===== config.mk =====
export PLATFORM = sky130hd
export DESIGN_NAME = blk130_tx_gearbox
export DESIGN_NICKNAME = d
export VERILOG_FILES = /design/src/rtl/blk130_pkg.sv /design/src/rtl/blk130_frame_track.sv /design/src/rtl/blk130_residue_buf.sv /design/src/rtl/blk130_tx_gearbox.sv
export SDC_FILE = /design/constraint.sdc
export NUM_CORES = 1
export LEC_CHECK = 0
export BUFFER_PORTS_ARGS = -buffer_cell sky130_fd_sc_hd__clkbuf_2
export CAP_MARGIN = 20
export CORE_ASPECT_RATIO = 0.7
export CORE_MARGIN = 2
export CORE_UTILIZATION = 60
export CTS_CLUSTER_SIZE = 40
export DETAILED_ROUTE_END_ITERATION = 12
export PLACE_DENSITY = 0.81
export SLEW_MARGIN = 20
export SYNTH_ARGS = -nofsm -noshare
export SYNTH_HDL_FRONTEND = slang
export SYNTH_SLANG_ARGS = --single-unit

===== constraint.sdc =====
create_clock -name clk -period 3.8 [get_ports clk]
set_clock_uncertainty 0.2 [all_clocks]
set_input_delay 0.57 -clock clk [delete_from_list [all_inputs] [get_ports clk]]
set_output_delay 0.57 -clock clk [all_outputs]
set_load 0.05 [all_outputs]

===== src/rtl/blk130_pkg.sv =====
// Package: shared sizing for the 128b/130b transmit gearbox.
// Assumes a header width that divides the word width evenly.
package blk130_pkg;
    localparam int unsigned WORD_W        = 32;
    localparam int unsigned HDR_W         = 2;
    localparam int unsigned WORDS_PER_BLK = 4;
endpackage


===== src/rtl/blk130_frame_track.sv =====
// Module: blk130_frame_track
// Follows the block framing of the input stream. It tracks the word position
// inside a block and the number of blocks since the last drain. Every cycle it
// decides whether to accept the word, drain the backlog, or flag an error.
// Assumes the source idles for exactly one cycle after each full backlog.
module blk130_frame_track #(
    parameter int unsigned WORD_W        = blk130_pkg::WORD_W,
    parameter int unsigned HDR_W         = blk130_pkg::HDR_W,
    parameter int unsigned WORDS_PER_BLK = blk130_pkg::WORDS_PER_BLK,
    localparam int unsigned BACKLOG_BLKS = WORD_W / HDR_W,
    localparam int unsigned POS_W        = (WORDS_PER_BLK > 1) ? $clog2(WORDS_PER_BLK) : 1,
    localparam int unsigned BLK_W        = $clog2(BACKLOG_BLKS + 1)
) (
    input  logic             clk,
    input  logic             rst_n,
    input  logic             in_vld,
    input  logic             in_start,
    output logic             take_o,
    output logic             take_hdr_o,
    output logic             drain_o,
    output logic             flush_o,
    output logic [BLK_W-1:0] blk_o
);
    localparam logic [POS_W-1:0] LAST_POS = POS_W'(WORDS_PER_BLK - 1);
    localparam logic [BLK_W-1:0] FULL_BLK = BLK_W'(BACKLOG_BLKS);

    logic             synced;
    logic [POS_W-1:0] wpos;
    logic [BLK_W-1:0] blk;

    // Classify the current cycle as accept, drain, error or drop.
    always_comb begin
        take_o     = 1'b0;
        take_hdr_o = 1'b0;
        drain_o    = 1'b0;
        flush_o    = 1'b0;
        if (synced) begin
            if (in_vld) begin
                if (in_start != (wpos == '0)) begin
                    flush_o = 1'b1;
                end else if (in_start && (blk == FULL_BLK)) begin
                    flush_o = 1'b1;
                end else begin
                    take_o     = 1'b1;
                    take_hdr_o = in_start;
                end
            end else if ((blk == FULL_BLK) && (wpos == '0)) begin
                drain_o = 1'b1;
            end else begin
                flush_o = 1'b1;
            end
        end else if (in_vld && in_start) begin
            take_o     = 1'b1;
            take_hdr_o = 1'b1;
        end
    end

    // Advance the word position and the block count, or drop framing on an error.
    always_ff @(posedge clk) begin
        if (!rst_n || flush_o) begin
            synced <= 1'b0;
            wpos   <= '0;
            blk    <= '0;
        end else if (take_o) begin
            synced <= 1'b1;
            wpos   <= (wpos == LAST_POS) ? '0 : wpos + 1'b1;
            if (take_hdr_o) begin
                blk <= blk + 1'b1;
            end
        end else if (drain_o) begin
            blk <= '0;
        end
    end

    assign blk_o = blk;

    // A block can only be partway through if the previous cycle carried a word.
    assert_wpos_follows_R3: assert property (@(posedge clk) disable iff (!rst_n)
        (synced && wpos != '0) |-> $past(in_vld));

    // The block count never goes past one full backlog.
    assert_blk_bound_R4: assert property (@(posedge clk) disable iff (!rst_n)
        blk <= FULL_BLK);
endmodule


===== src/rtl/blk130_residue_buf.sv =====
// Module: blk130_residue_buf
// Holds the bits that are waiting to go out. Each cycle it joins the pending
// bits with the new header and data, sends the first word, and keeps the rest.
// The output register is here. Assumes the tracker never accepts a header
// while 32 bits are already pending.
module blk130_residue_buf #(
    parameter int unsigned WORD_W = blk130_pkg::WORD_W,
    parameter int unsigned HDR_W  = blk130_pkg::HDR_W,
    localparam int unsigned CNT_W    = $clog2(WORD_W + 1),
    localparam int unsigned STREAM_W = 2 * WORD_W
) (
    input  logic              clk,
    input  logic              rst_n,
    input  logic              take,
    input  logic              take_hdr,
    input  logic              drain,
    input  logic              flush,
    input  logic [WORD_W-1:0] in_data,
    input  logic [HDR_W-1:0]  in_hdr,
    output logic [WORD_W-1:0] out_data,
    output logic              out_vld,
    output logic [CNT_W-1:0]  rcnt_o
);
    logic [WORD_W-1:0]       resid;
    logic [CNT_W-1:0]        rcnt;
    logic [WORD_W+HDR_W-1:0] fresh;
    logic [STREAM_W-1:0]     stream;

    // Put the new bits after the pending ones; the header comes first when present.
    always_comb begin
        fresh  = take_hdr ? {in_data, in_hdr} : {{HDR_W{1'b0}}, in_data};
        stream = {{(STREAM_W-WORD_W){1'b0}}, resid}
               | ({{(STREAM_W-WORD_W-HDR_W){1'b0}}, fresh} << rcnt);
    end

    // Register the output word and update the pending bits and their count.
    always_ff @(posedge clk) begin
        if (!rst_n) begin
            resid    <= '0;
            rcnt     <= '0;
            out_vld  <= 1'b0;
            out_data <= '0;
        end else begin
            out_vld <= take || drain;
            if (take) begin
                out_data <= stream[WORD_W-1:0];
                resid    <= stream[STREAM_W-1:WORD_W];
                rcnt     <= rcnt + (take_hdr ? CNT_W'(HDR_W) : '0);
            end else if (drain) begin
                out_data <= resid;
                resid    <= '0;
                rcnt     <= '0;
            end else if (flush) begin
                resid <= '0;
                rcnt  <= '0;
            end
        end
    end

    assign rcnt_o = rcnt;

    // The residue count only steps up by one header width, or clears.
    assert_rcnt_step_R4: assert property (@(posedge clk) disable iff (!rst_n)
        (rcnt != $past(rcnt)) |-> (rcnt == $past(rcnt) + CNT_W'(HDR_W) || rcnt == '0));

    // The pending bits never exceed one word.
    assert_no_overflow_R4: assert property (@(posedge clk) disable iff (!rst_n)
        rcnt <= CNT_W'(WORD_W));
endmodule


===== src/rtl/blk130_tx_gearbox.sv =====
// Module: blk130_tx_gearbox (top)
// 128b/130b transmit gearbox: takes four words per block, the first with a
// sync header, and sends one 32-bit word every valid cycle. The surplus
// header bits are sent on the source's gap cycle after sixteen blocks.
// Framing errors give a one-cycle pulse. Reset is synchronous and active low.
module blk130_tx_gearbox #(
    parameter int unsigned WORD_W        = blk130_pkg::WORD_W,
    parameter int unsigned HDR_W         = blk130_pkg::HDR_W,
    parameter int unsigned WORDS_PER_BLK = blk130_pkg::WORDS_PER_BLK
) (
    input  logic              clk,
    input  logic              rst_n,
    input  logic [WORD_W-1:0] in_data,
    input  logic [HDR_W-1:0]  in_hdr,
    input  logic              in_start,
    input  logic              in_vld,
    output logic [WORD_W-1:0] out_data,
    output logic              out_vld,
    output logic              out_err
);
    localparam int unsigned BACKLOG_BLKS = WORD_W / HDR_W;
    localparam int unsigned BLK_W        = $clog2(BACKLOG_BLKS + 1);
    localparam int unsigned CNT_W        = $clog2(WORD_W + 1);

    logic             take, take_hdr, drain, flush;
    logic [BLK_W-1:0] blk;
    logic [CNT_W-1:0] rcnt;

    blk130_frame_track #(
        .WORD_W(WORD_W), .HDR_W(HDR_W), .WORDS_PER_BLK(WORDS_PER_BLK)
    ) u_track (
        .clk(clk), .rst_n(rst_n), .in_vld(in_vld), .in_start(in_start),
        .take_o(take), .take_hdr_o(take_hdr), .drain_o(drain),
        .flush_o(flush), .blk_o(blk)
    );

    blk130_residue_buf #(
        .WORD_W(WORD_W), .HDR_W(HDR_W)
    ) u_resid (
        .clk(clk), .rst_n(rst_n), .take(take), .take_hdr(take_hdr),
        .drain(drain), .flush(flush), .in_data(in_data), .in_hdr(in_hdr),
        .out_data(out_data), .out_vld(out_vld), .rcnt_o(rcnt)
    );

    // Register the error pulse so it lines up with the output word.
    always_ff @(posedge clk) begin
        if (!rst_n) begin
            out_err <= 1'b0;
        end else begin
            out_err <= flush;
        end
    end

    // The residue size and the tracker's block count must agree.
    assert_resid_match_R4: assert property (@(posedge clk) disable iff (!rst_n)
        32'(rcnt) == 32'(blk) * HDR_W);

    // A valid output comes only from an input word or a full backlog.
    assert_out_source_R6: assert property (@(posedge clk) disable iff (!rst_n)
        out_vld |-> ($past(in_vld) || $past(rcnt) == CNT_W'(WORD_W)));

    // An error cycle never also gives a valid word.
    assert_err_no_word_R7: assert property (@(posedge clk) disable iff (!rst_n)
        out_err |-> !out_vld);
endmodule


Word-level counts from Yosys, hierarchy flattened

Cells that the tools add are included.
W data, S select, Z words.

Register bits: 80
Latch bits: 0
Bits in writable memories: 0
Memory bits (read-only): 0
Logic and storage cells: 58
Memories: 0

Add/subtract/negate cells: 3
$mul: 0
Divide/modulo/power cells: 0
Magnitude comparators: 0
Equal/unequal tests: 4
Shifts and indexed selects: 1
Muxes and demuxes: 31
Bitwise operators: 1
Reduce and logical (&&, ||, !) cells: 10

Operators with widths:

| operator              | count |
|---|---|
| $mux W32              | 5 |
| $or A32 B64 Y64       | 1 |
| $shl A34 B6 Y64       | 1 |
| $mux W34              | 1 |
| $mux W6               | 3 |
| $mux W1               | 17 |
| $mux W5               | 3 |
| $add A6 B6 Y6         | 1 |
| $add A5 B1 Y5 const B | 1 |
| $eq A5 B5 Y1 const B  | 1 |
| $mux W2               | 2 |
| $logic_and A1 B1 Y1   | 3 |
| $reduce_bool A3 Y1    | 1 |
| $add A2 B1 Y2 const B | 1 |
| $eq A2 B2 Y1 const B  | 1 |
| $logic_not A2 Y1      | 1 |
| $logic_or A1 B1 Y1    | 2 |
| $ne A2 B2 Y1 const B  | 1 |
| $reduce_and A2 Y1     | 1 |
| $reduce_bool A2 Y1    | 1 |
| $logic_not A1 Y1      | 1 |
| $ne A1 B1 Y1          | 1 |

Logic depth before layout (Yosys ltp)

Gate-level depths: netlist of run 1.

Depth after elaboration: 10
Depth in mapped cells: 14
Mapped depth without buffers: 10

By module

A second synthesis of run 1 with hierarchy kept.

Cells, all modules: 733
Area, all modules: 6309.8 µm²

By module, submodules not included:

| module             | times used | cells each | area an instance (µm²) | sequential area each (µm²) |
|---|---|---|---|---|
| blk130_residue_buf | 1          | 661        | 5693.0                 | 1401.3 |
| blk130_frame_track | 1          | 70         | 590.6                  | 160.2 |
| blk130_tx_gearbox  | 1          | 2          | 26.3                   | 20.0 |

Worst setup path after synthesis of run 1

Ideal clock, no wire load.

Path kind: input to register
Start: input in_vld
End: register u_resid.rcnt[5] (netlist: u_resid.rcnt_o[5])
Setup time: 122 ps
Arrival time: 2654 ps
Path slack: 825 ps
Stages on the path: 12
Cell sequence: buf_2 and3_1 a21oi_4 inv_4 buf_4 buf_4 buf_2 ha_1 ha_1 nand3_1 and2_1 o311a_1

Word-level cells in the longest chain between the ends: 6

RTL lines:

| what                   | RTL line                 | source |
|---|---|---|
| start: declaration     | blk130_tx_gearbox.sv:16  | `input logic in_vld,` |
| $logic_and A1 B1 Y1    | blk130_frame_track.sv:52 | `end else if (in_vld && in_start) begin` |
| $mux W1                | blk130_frame_track.sv:52 |  |
| $mux W1                | blk130_frame_track.sv:37 | `if (synced) begin` |
| $mux W2                | blk130_residue_buf.sv:48 | `rcnt <= rcnt + (take_hdr ? CNT_W'(HDR_W) : '0);` |
| $add A6 B6 Y6          | blk130_residue_buf.sv:48 |  |
| $mux W6                | blk130_residue_buf.sv:45 | `if (take) begin` |
| end signal: assignment | blk130_residue_buf.sv:48 |  |
| end: declaration       | blk130_residue_buf.sv:25 | `logic [CNT_W-1:0] rcnt;` |

Several ways; a longest one is shown, not always the timed one.
A chain may end at the register's enable or synchronous reset.

Worst setup path after layout of run 1

Start: register u_track.wpos[0]
End: register u_resid.resid[30]

Word-level cells in the longest chain between the ends: 9

RTL lines:

| what                     | RTL line                                           | source |
|---|---|---|
| start: declaration       | blk130_frame_track.sv:28                           | `logic [POS_W-1:0] wpos;` |
| start signal: assignment | blk130_frame_track.sv:66                           | `wpos <= (wpos == LAST_POS) ? '0 : wpos + 1'b1;` |
| $logic_not A2 Y1 (*)     | blk130_frame_track.sv:39, blk130_frame_track.sv:47 |  |
| $ne A1 B1 Y1             | blk130_frame_track.sv:39                           | `if (in_start != (wpos == '0)) begin` |
| $mux W1                  | blk130_frame_track.sv:39                           |  |
| $mux W1                  | blk130_frame_track.sv:38                           | `if (in_vld) begin` |
| $mux W1                  | blk130_frame_track.sv:37                           |  |
| $mux W34                 | blk130_residue_buf.sv:31                           | `fresh = take_hdr ? {in_data, in_hdr} : {{HDR_W{1'b0}}, in_data};` |
| $shl A34 B6 Y64          | blk130_residue_buf.sv:33                           | `\| ({{(STREAM_W-WORD_W-HDR_W){1'b0}}, fresh} << rcnt);` |
| $or A32 B64 Y64          | blk130_residue_buf.sv:33                           |  |
| $mux W32                 | blk130_residue_buf.sv:45                           |  |
| end signal: assignment   | blk130_residue_buf.sv:47                           | `resid <= stream[STREAM_W-1:WORD_W];` |
| end: declaration         | blk130_residue_buf.sv:24                           | `logic [WORD_W-1:0] resid;` |

Every way passes the cells marked *; elsewhere a longest branch is shown, timed or not.

==> results of run 1 <==
[worst register-to-register path, stage by stage (launching register included)]
cell,delay [ps]
dfxtp_1,380
inv_1,60
ha_1,210
and3_1,230
a21oi_4,440
inv_4,180
buf_12,220
mux4_2,460
mux2i_1,480
mux2i_1,220
mux2i_1,250
a31oi_1,120
[registers in the layout, indices dropped and copies added, names as in the netlist]
name	flops
u_resid.rcnt_o	5
u_track.wpos	2
u_track.blk_o	5
out_err	1
u_track.synced	1
u_resid.out_vld	1
u_resid.out_data	32
u_resid.resid	32
[per-stage QoR]
stage | utilization, % | std cells
4_1_cts | 69.8 | 980
3_5_place_dp | 66.9 | 964
2_1_floorplan | - | 795
3_3_place_gp | 66.9 | 964
5_1_grt | 69.8 | 980
6_report | 69.8 | 980
[power breakdown]
part           switching, W  internal (W)
clock network      0.000377      0.000513
logic              0.000470      0.000246
registers         0.0000189      0.000858
total              0.000866       0.00162
[worst paths after layout]
kind / depth (start not counted) / endpoint / slack [ps] / start
worst min-delay path: 2 / u_resid.resid[4] / 270 / u_resid.resid[4]
worst min register to register: 2 / u_resid.resid[4] / 270 / u_resid.resid[4]
worst max register to register: 11 / u_resid.resid[30] / 230 / u_track.wpos[0]
worst max-delay path: 11 / u_resid.resid[30] / 230 / u_track.wpos[0]
[area by class of cell]
cell class,instances,area (µm²)
multi-input cells,632,4480
flip-flops and latches,79,1580
clock inverters,6,70.1
repair buffers,107,651
inverters,14,55.1
clock buffers,10,229
fillers,873,3130
well taps,132,165
[routing by layer]
layer	part of all wire (%)	routed length (µm)	GRT usage, %
met1	41	9740	58.8
met2	42	10100	59.4
met3	14	3360	9.48
met4	2.9	693	13.6
met5	0	0	0
[cells by family (layout without fill, tap and decap cells)]
family	Yosys count	in the layout	share of synthesized area, %
XOR/XNOR	2	2	0.273
multiplexers	98	98	21.3
buffers and inverters	84	137	5.58
AO/OA/AOI/OAI	266	266	27.8
AND/OR/NAND/NOR	260	260	19.1
flip-flops	79	79	24.7
adder cells (fa/ha/maj)	6	6	1.17
[cells in the mapped netlist (6+ instances only)]
cell type and number:
nand2_1 104, dfxtp_1 79, a21oi_1 77, mux2i_1 60, nor2_1 51, clkbuf_1 49, o21ai_0 38, mux4_2 30
nor3_1 27, nand3_1 23, a22oi_1 18, o211ai_1 18, o22ai_1 14, a211oi_1 12, a221oi_1 12, inv_1 11
a31oi_1 10, nand4_1 10, nand4b_1 9, o221ai_1 9, and2_1 8, mux2_2 8, nor4_1 8, o21a_1 8
buf_1 7, buf_2 7, ha_1 6
==> key figures, run 1 <==
Timing
  – Relative slew slack: 48.4%
  – Endpoints failing setup: 0
  – Final min period: 3570 ps
  – Unrepaired setup endpoints after global routing: false
  – Final Hold Violating Endpoints: 0
  – Fmax: 280 MHz
  – Fin Setup TNS: 0 ps
  – Worst Tran Pin Value: 770 ps
  – Final period util: 93.9%
  – Slew Limit Fails: 0
  – WHS: 271 ps
  – Final worst slack: 232 ps

Layout
  – Leading cell type in the layout, fill and taps excluded: nand2_1
  – NumNets Final: 887
  – Share of cells above drive strength 1: 20.4%
  – Leading cell types in the layout, fill and taps excluded: 104 x nand2_1, 78 x dfxtp_1, 76 x a21oi_1
  – Area Overhead vs Synth: 12.7%
  – Antenna diode count: 0
  – Post-route cell area: 7230 µm²

Synthesis
  – Syn Nets: 839
  – Number of synthesized flops with an enable pin: 0
  – Netlist cell types: 70
  – Synth Area per Inst: 8.06 µm²
  – Synthesized flop and latch total: 79
  – Yosys top cell by area: dfxtp_1
  – Seq/Total Area, Yosys: 24.7%
  – Ys async rst share: 0%
  – Ys Warns: 0
  – Syn Inst Count: 795
  – Post-synth top area share: 24.7%
  – Ys flop type: dfxtp_1
  – Top cells by area, synth: dfxtp_1 25%, mux4_2 11%, mux2i_1 9.4%
  – Post-Synthesis Cell Area: 6410 µm²

Drt
  – DR vias: 7308
  – Detailed-route vias per instance: 7.46
  – First-pass iteration count of the detailed router: 6
  – DRC: 0
  – Remaining antenna violation count: 0
  – Total Wirelength: 23900 µm
  – DRT iter0 DRCs: 1190
  – Wire length per cell: 24.4 µm

Critical path
  – Ordered list of cells on the worst path: inv_1, ha_1, and3_1, a21oi_4, inv_4, buf_12, mux4_2, mux2i_1, mux2i_1, mux2i_1, a31oi_1
  – Highest cell delay on the worst timing path: 480 ps
  – Setup CP Type: reg -> reg
  – CP Max Fanout: 27
  – WP data required: 3810 ps
  – Slowest cell on crit path: mux2i_1
  – Top cell family by delay on the critical path: multiplexers
  – Worst Setup Start Kind: flop
  – CP Buf/Inv Count: 3
  – Top cell by count, worst path: mux2i_1
  – Critical Path End Type: flop
  – Critical path arrival: 3570 ps

Floorplan
  – Area of the core: 10400 µm²
  – FP Rows: 31
  – Die W: 128 µm
  – Die Height: 90.5 µm
  – IO Pins: 72
  – Initial Util: 61.9%
  – Die area: 11500 µm²

Flow run
  – Max-cap violations: 0

Power and ir drop
  – Max IR drop VDD: 0.335 mV
  – Pwr dens: 344 nW/µm²
  – Design Power: 0.00248 W
  – P_leak: 2.70 nW

GRT
  – Vias in the first global route: 6619
  – All-Layer GR Usage: 40.6%
  – Grt ovf: 0
  – First-pass GRT wire length: 36700 µm
  – Largest net degree at the start of global routing: 39
  – Initial antenna violation count: 0

Clock network
  – CTS H-tree depth: 3
  – Clk slew on worst S/H paths: 60 ps
  – CTS buffer count: 9
  – Quantity of gates resized following cts: 0
  – Number of setup buffers added after CTS: 0
  – Clk_lat worst skew: 340 ps
  – Hold-fix buffers, CTS: 0
  – Clock Root Buffer: clkbuf_16
  – Sink Count: 79
  – Longest Clk Path Bufs: 2
  – TritonCTS clock tree: built

Placement
  – Routability cong.: 1.04
  – Number of I/O port buffers: 71
  – Placed cell area: 6930 µm²
  – Placement Setup Slack: 258 ps
  – Post-DP HPWL: 17600 µm

Hold path
  – Hold Path Class: reg -> reg

Status
  – Run status: complete, no violations
Power figures use the tool's default switching activity.
==> run 2: changes to the inputs <==
==> constraint.sdc (replaced) <==
create_clock -name clk -period 3.8 [get_ports clk]
set_clock_uncertainty 0.2 [all_clocks]
set_input_delay 0.76 -clock clk [delete_from_list [all_inputs] [get_ports clk]]
set_output_delay 0.76 -clock clk [all_outputs]
set_load 0.05 [all_outputs]
==> key figures, run 2 (synthesized netlist as in run 1, its figures left out) <==
Drt
  – First-pass iteration count of the detailed router: 8 (was 6)
  – DRC: 0 (unchanged)
  – Total Wirelength: 23300 µm (was 23900 µm)
  – Detailed-route vias per instance: 7.48 (was 7.46)
  – Remaining antenna violation count: 0 (unchanged)
  – Wire length per cell: 23.7 µm (was 24.4 µm)
  – DRT iter0 DRCs: 1160 (was 1190)
  – DR vias: 7371 (was 7308)

Layout
  – Leading cell type in the layout, fill and taps excluded: nand2_1 (unchanged)
  – Top flop regs: u_resid.out_data x32, u_resid.resid x32 (unchanged)
  – Antenna diode count: 0 (unchanged)
  – Multi-input logic area: 4480 µm² (about the same)
  – Area Overhead vs Synth: 13.3% (was 12.7%)
  – Post-route insts no fill: 985 (was 980)
  – Leading cell types in the layout, fill and taps excluded: 104 x nand2_1, 78 x dfxtp_1, 76 x a21oi_1 (unchanged)
  – Final core utilization: 70.2% (was 69.8%)
  – FF+latch area: 1580 µm² (unchanged)
  – Share of cells above drive strength 1: 21.0% (was 20.4%)
  – NumNets Final: 892 (was 887)
  – Fillers: 843 (was 873)

Clock network
  – Hold-fix buffers, CTS: 0 (unchanged)
  – Sink Count: 79 (unchanged)
  – CTS buffer count: 9 (unchanged)
  – Clk_lat worst skew: 340 ps (about the same)
  – Quantity of gates resized following cts: 0 (unchanged)
  – Longest Clk Path Bufs: 2 (unchanged)
  – Clock Root Buffer: clkbuf_16 (unchanged)
  – TritonCTS clock tree: built (unchanged)
  – Number of setup buffers added after CTS: 0 (unchanged)
  – Clk slew on worst S/H paths: 60 ps (about the same)
  – CTS H-tree depth: 3 (unchanged)

Critical path
  – Worst Setup Start Kind: flop (unchanged)
  – Highest cell delay on the worst timing path: 560 ps (was 480 ps)
  – Critical Path End Type: flop (unchanged)
  – Critical path origin: u_track.wpos[0] (unchanged)
  – Ordered list of cells on the worst path: inv_1, ha_1, and3_1, a21oi_4, inv_4, buf_4, mux4_2, mux2i_1, nor3_1, o21ai_0, a21oi_1 (was inv_1, ha_1, and3_1, a21oi_4, inv_4, buf_12, mux4_2, mux2i_1, mux2i_1, mux2i_1, a31oi_1)
  – Setup CP Type: reg -> reg (unchanged)
  – Worst R2R Start: u_track.wpos[0] (unchanged)
  – WP data required: 3810 ps (about the same)
  – CP Max Fanout: 25 (was 27)
  – Slowest cell on crit path: mux4_2 (was mux2i_1)
  – Critical path arrival: 3410 ps (was 3570 ps)

Floorplan
  – Die W: 128 µm (unchanged)
  – Area of the core: 10400 µm² (unchanged)
  – Initial Util: 61.9% (unchanged)
  – Die area: 11500 µm² (unchanged)
  – Die Height: 90.5 µm (unchanged)
  – IO Pins: 72 (unchanged)
  – FP Rows: 31 (unchanged)

Timing
  – Final period util: 89.4% (was 93.9%)
  – Final min period: 3400 ps (was 3570 ps)
  – Final worst slack: 403 ps (was 232 ps)
  – WHS: 265 ps (was 271 ps)
  – Worst Tran Pin Value: 1080 ps (was 770 ps)
  – Relative slew slack: 26.8% (was 48.4%)
  – Slew Limit Fails: 0 (unchanged)
  – Endpoints failing setup: 0 (unchanged)
  – Unrepaired setup endpoints after global routing: false (unchanged)
  – Fmax: 294 MHz (was 280 MHz)
  – Final Hold Violating Endpoints: 0 (unchanged)
  – Fin Setup TNS: 0 ps (unchanged)

Power and ir drop
  – Clock power frac: 36.0% (was 35.9%)
  – Reg power frac: 35.3% (about the same)
  – Switching share of power: 34.4% (was 34.9%)
  – Pwr dens: 343 nW/µm² (was 344 nW/µm²)
  – Max IR drop VDD: 0.263 mV (was 0.335 mV)
  – P_leak: 2.73 nW (was 2.70 nW)
  – P_int: 0.00164 W (was 0.00162 W)
  – Logic pwr share: 28.7% (was 28.8%)
  – Psw: 0.000859 W (was 0.000866 W)

GRT
  – All-Layer GR Usage: 40.8% (was 40.6%)
  – First-pass GRT wire length: 37200 µm (was 36700 µm)
  – Grt ovf: 0 (unchanged)
  – Largest net degree at the start of global routing: 39 (unchanged)
  – Vias in the first global route: 6755 (was 6619)
  – Initial antenna violation count: 0 (unchanged)

Flow run
  – Max-cap violations: 0 (unchanged)

Placement
  – Placement Setup Slack: 235 ps (was 258 ps)
  – Number of I/O port buffers: 71 (unchanged)
  – Routability cong.: 0.967 (was 1.04)
  – Placed Cells: 969 (was 964)
  – Post-DP HPWL: 17300 µm (was 17600 µm)

Status
  – Run status: complete, no violations (unchanged)

Hold path
  – Hold Path Class: reg -> reg (unchanged)
  – Min-delay src: u_resid.resid[4] (unchanged)
-- run 2: worst max-delay path, delay by kind of cell (launching register included) --
family	cells	cell delay (ps)
compound gates	3	600
simple gates	2	350
mux	2	880
fa+ha+maj	1	210
flops	1	330
buf+inv	3	660
-- run 2: path summary, 6_finish.rpt --
path                                          end  cells past startpoint  slack, ps
worst max-delay path            u_resid.resid[18]                     11        400
worst min-delay path             u_resid.resid[4]                      2        260
worst max register to register  u_resid.resid[18]                     11        400
worst min register to register   u_resid.resid[4]                      2        260
-- run 2: through the flow --
| stage | cell area (µm²) | total power, W |
|---|---|---|
| after CTS | 7260 | 0.00247 |
| final | 7270 | 0.00250 |
| after floorplan | 6410 | 0.00138 |
| after global placement | 6950 | 0.00158 |
| after global routing | 7270 | 0.00257 |
| after detailed placement | 6950 | 0.00159 |
-- run 2: power by group through the flow --
stage	clock (W)	combinational, W	sequential (W)
2_1_floorplan	0	0.000399	0.000978
3_3_place_gp	0	0.000682	0.000895
3_5_place_dp	0	0.000693	0.000897
4_1_cts	0.000892	0.000696	0.000879
5_1_grt	0.000928	0.000757	0.000882
6_report	0.000900	0.000716	0.000880
-- run 2: area by class of cell --
| type | instances | share of cell area, % |
|---|---|---|
| flip-flops and latches | 79 | 21.8 |
| multi-input cells | 632 | 61.7 |
| clock buffers | 10 | 3.29 |
| repair buffers | 112 | 9.30 |
| well taps | 132 | 2.27 |
| clock inverters | 6 | 0.930 |
| inverters | 14 | 0.758 |
-- run 2: metal layers --
layer	global-route usage (%)	part of all wire (%)	routed length, µm	vias up
met4	15.1	4.3	1010	0
met5	0	0	0	-
met2	58.1	42	9700	621
met1	57.7	39	9100	3465
li1	-	-	-	3167
met3	13.0	15	3500	118
==> run 3: changes to the inputs <==
--- a/config.mk
+++ b/config.mk
@@ -5,6 +5,7 @@
 export SDC_FILE = /design/constraint.sdc
 export NUM_CORES = 1
 export LEC_CHECK = 0
+export ABC_AREA = 1
 export BUFFER_PORTS_ARGS = -buffer_cell sky130_fd_sc_hd__clkbuf_2
 export CAP_MARGIN = 20
 export CORE_ASPECT_RATIO = 0.7
@@ -12,7 +13,7 @@
 export CORE_UTILIZATION = 60
 export CTS_CLUSTER_SIZE = 40
 export DETAILED_ROUTE_END_ITERATION = 12
-export PLACE_DENSITY = 0.81
+export PLACE_DENSITY = 0.82
 export SLEW_MARGIN = 20
 export SYNTH_ARGS = -nofsm -noshare
 export SYNTH_HDL_FRONTEND = slang
==> key figures, run 3 <==
Critical path
  – Critical Path End Type: flop (unchanged)
  – Critical path arrival: 3160 ps (was 3410 ps)
  – Top cell by count, worst path: nand2_1
  – Slowest cell on crit path: nand2_4 (was mux4_2)
  – Setup CP Type: reg -> reg (unchanged)
  – Ordered list of cells on the worst path: inv_1, ha_1, inv_1, nand2_1, nand2_1, nand2_2, nand2_4, nand2_4, inv_2, nand2_1, nand3_1, nand3_1, nand2_1, nand3_1, nand3_1, nand2_1, a21oi_1 (was inv_1, ha_1, and3_1, a21oi_4, inv_4, buf_4, mux4_2, mux2i_1, nor3_1, o21ai_0, a21oi_1)
  – CP Max Fanout: 39 (was 25)
  – Highest cell delay on the worst timing path: 390 ps (was 560 ps)
  – WP data required: 3860 ps (was 3810 ps)
  – Worst Setup Start Kind: flop (unchanged)

GRT
  – Initial antenna violation count: 0 (unchanged)
  – First-pass GRT wire length: 31500 µm (was 37200 µm)
  – Grt ovf: 0 (unchanged)
  – Vias in the first global route: 6084 (was 6755)
  – All-Layer GR Usage: 37.6% (was 40.8%)
  – Largest net degree at the start of global routing: 46 (was 39)

Synthesis
  – Ys Warns: 0 (unchanged)
  – Most common cell in the netlist: nand3_1 (was nand2_1)
  – Ys async rst share: 0% (unchanged)
  – Syn Inst Count: 965 (was 795)
  – Seq/Total Area, Yosys: 26.4% (was 24.7%)
  – Top cells by area, synth: dfxtp_1 26%, nand3_1 26%, nand2_1 13% (was dfxtp_1 25%, mux4_2 11%, mux2i_1 9.4%)
  – Synthesized flop and latch total: 79 (unchanged)
  – Netlist cell types: 39 (was 70)
  – Ys flop type: dfxtp_1 (unchanged)
  – Synth Area per Inst: 6.20 µm² (was 8.06 µm²)
  – Number of synthesized flops with an enable pin: 0 (unchanged)
  – Top post-synthesis cells by count: 307 x nand3_1, 205 x nand2_1, 79 x dfxtp_1 (was 104 x nand2_1, 79 x dfxtp_1, 77 x a21oi_1)
  – Yosys top cell by area: dfxtp_1 (unchanged)
  – Post-Synthesis Cell Area: 5980 µm² (was 6410 µm²)
  – Syn Nets: 1009 (was 839)
  – Post-synth top area share: 26.4% (was 24.7%)

Timing
  – Fin Setup TNS: 0 ps (unchanged)
  – Endpoints failing setup: 0 (unchanged)
  – Fmax: 323 MHz (was 294 MHz)
  – Worst Tran Pin Value: 794 ps (was 1080 ps)
  – Final period util: 81.5% (was 89.4%)
  – Slew Limit Fails: 0 (unchanged)
  – Relative slew slack: 47.0% (was 26.8%)
  – Final Hold Violating Endpoints: 0 (unchanged)
  – Unrepaired setup endpoints after global routing: false (unchanged)
  – Final min period: 3100 ps (was 3400 ps)

Drt
  – DRC: 0 (unchanged)
  – DRT iter0 DRCs: 986 (was 1160)
  – First-pass iteration count of the detailed router: 6 (was 8)
  – DR vias: 7031 (was 7371)
  – Total Wirelength: 19800 µm (was 23300 µm)
  – Remaining antenna violation count: 0 (unchanged)
  – Detailed-route vias per instance: 6.24 (was 7.48)
  – Wire length per cell: 17.5 µm (was 23.7 µm)

Placement
  – Post-DP HPWL: 14700 µm (was 17300 µm)
  – Number of I/O port buffers: 71 (unchanged)
  – Placed Cells: 1111 (was 969)
  – Routability cong.: 1.03 (was 0.967)

Status
  – Run status: complete, no violations (unchanged)

Layout
  – Post-route insts no fill: 1127 (was 985)
  – Top flop regs: u_resid.out_data x32, u_resid.resid x32 (unchanged)
  – Share of cells above drive strength 1: 16.5% (was 21.0%)
  – Leading cell type in the layout, fill and taps excluded: nand3_1 (was nand2_1)
  – Leading cell types in the layout, fill and taps excluded: 307 x nand3_1, 205 x nand2_1, 79 x dfxtp_1 (was 104 x nand2_1, 78 x dfxtp_1, 76 x a21oi_1)
  – NumNets Final: 1038 (was 892)
  – Area Overhead vs Synth: 10.3% (was 13.3%)
  – Antenna diode count: 0 (unchanged)

Clock network
  – Hold-fix buffers, CTS: 0 (unchanged)
  – TritonCTS clock tree: built (unchanged)
  – Quantity of gates resized following cts: 0 (unchanged)
  – CTS H-tree depth: 3 (unchanged)
  – CTS buffer count: 9 (unchanged)
  – Number of setup buffers added after CTS: 0 (unchanged)
  – Longest Clk Path Bufs: 2 (unchanged)
  – Sink Count: 79 (unchanged)
  – Clock Root Buffer: clkbuf_16 (unchanged)
  – Clk slew on worst S/H paths: 70 ps (was 60 ps)
  – Clk_lat worst skew: 340 ps (about the same)

Power and ir drop
  – Psw: 0.000923 W (was 0.000859 W)
  – Max IR drop VDD: 0.299 mV (was 0.263 mV)
  – P_int: 0.00151 W (was 0.00164 W)
  – Reg power frac: 36.9% (was 35.3%)
  – Pwr dens: 370 nW/µm² (was 343 nW/µm²)
  – Logic pwr share: 28.3% (was 28.7%)
  – Switching share of power: 37.9% (was 34.4%)
  – Clock power frac: 34.8% (was 36.0%)
  – P_leak: 2.91 nW (was 2.73 nW)

Floorplan
  – Die area: 10800 µm² (was 11500 µm²)
  – Initial Util: 61.7% (was 61.9%)
  – FP Rows: 30 (was 31)
  – IO Pins: 72 (unchanged)
  – Die Height: 87.5 µm (was 90.5 µm)
  – Area of the core: 9680 µm² (was 10400 µm²)
  – Die W: 123 µm (was 128 µm)

Hold path
  – Hold Path Class: reg -> reg (unchanged)

Flow run
  – Max-cap violations: 0 (unchanged)
-- run 3: changes by cell type in the layout (fill, tap and decap cells not counted), moves of 18 or more --
cell      previous run  this run
nand3_1             23       307
nand2_1            104       205
mux2i_1             60         0
inv_1               11        50
nor2_1              51        14
mux4_2              30         0
nor3_1              27         4
buf_4               40        20
a22oi_1             18         0
o211ai_1            18         0
-- run 3: final cells by class --
| class | instances | area, µm² |
|---|---|---|
| clock inverters | 7 | 62.6 |
| multi-input cells | 754 | 3840 |
| fillers | 914 | 3090 |
| inverters | 59 | 221 |
| flip-flops and latches | 79 | 1580 |
| clock buffers | 9 | 225 |
| repair buffers | 91 | 505 |
| well taps | 128 | 160 |
-- run 3: path summary, 6_finish.rpt --
path / from / end / slack (ps) / cells past startpoint
setup / recovery: u_track.wpos[0] / u_resid.resid[27] / 700 / 17
hold / removal: u_resid.resid[25] / u_resid.resid[25] / 260 / 2
setup reg to reg: u_track.wpos[0] / u_resid.resid[27] / 700 / 17
hold reg to reg: u_resid.resid[25] / u_resid.resid[25] / 260 / 2
-- run 3: cells by family (layout without fill, tap and decap cells) --
logic type / Yosys count / after routing / synth area share [%]
buffers and inverters: 132 / 166 / 9.44
adder cells (fa/ha/maj): 6 / 6 / 1.26
AO/OA/AOI/OAI: 137 / 137 / 12.6
AND/OR/NAND/NOR: 611 / 611 / 50.2
flip-flops: 79 / 79 / 26.4
-- run 3: power by group through the flow --
stage	clock (W)	combinational, W	sequential (W)
finish	0.000847	0.000689	0.000900
global route	0.000887	0.000750	0.000905
CTS	0.000851	0.000680	0.000900
detailed placement	0	0.000678	0.000917
global placement	0	0.000675	0.000916
floorplan	0	0.000383	0.00104
-- run 3: metrics by stage --
step	setup WS, ps	power, W	util (%)	hold WS [ps]	cell area (µm²)
global route	480	0.00254	68.1	277	6590
detailed placement	572	0.00160	65.1	253	6300
global placement	574	0.00159	65.1	250	6300
floorplan	1410	0.00143	-	241	5980
finish	703	0.00244	68.1	261	6590
CTS	764	0.00243	68.1	264	6590
-- run 3: worst max-delay path, delay by kind of cell, from the launching register on --
kind / cells / cell delay, ps
and+or+nand+nor: 12 / 1770
DFF: 1 / 370
buffers and inverters: 3 / 330
adders and majority gates: 1 / 200
AOI/OAI and AO/OA: 1 / 120
-- run 3: per-layer routing --
| layer | track usage (%) | routed length [µm] | share of wire [%] |
|---|---|---|---|
| met5 | 0 | 0 | 0 |
| met4 | 8.68 | 365 | 1.8 |
| met3 | 7.72 | 1760 | 8.9 |
| met2 | 58.8 | 8680 | 44 |
| met1 | 53.3 | 8970 | 45 |
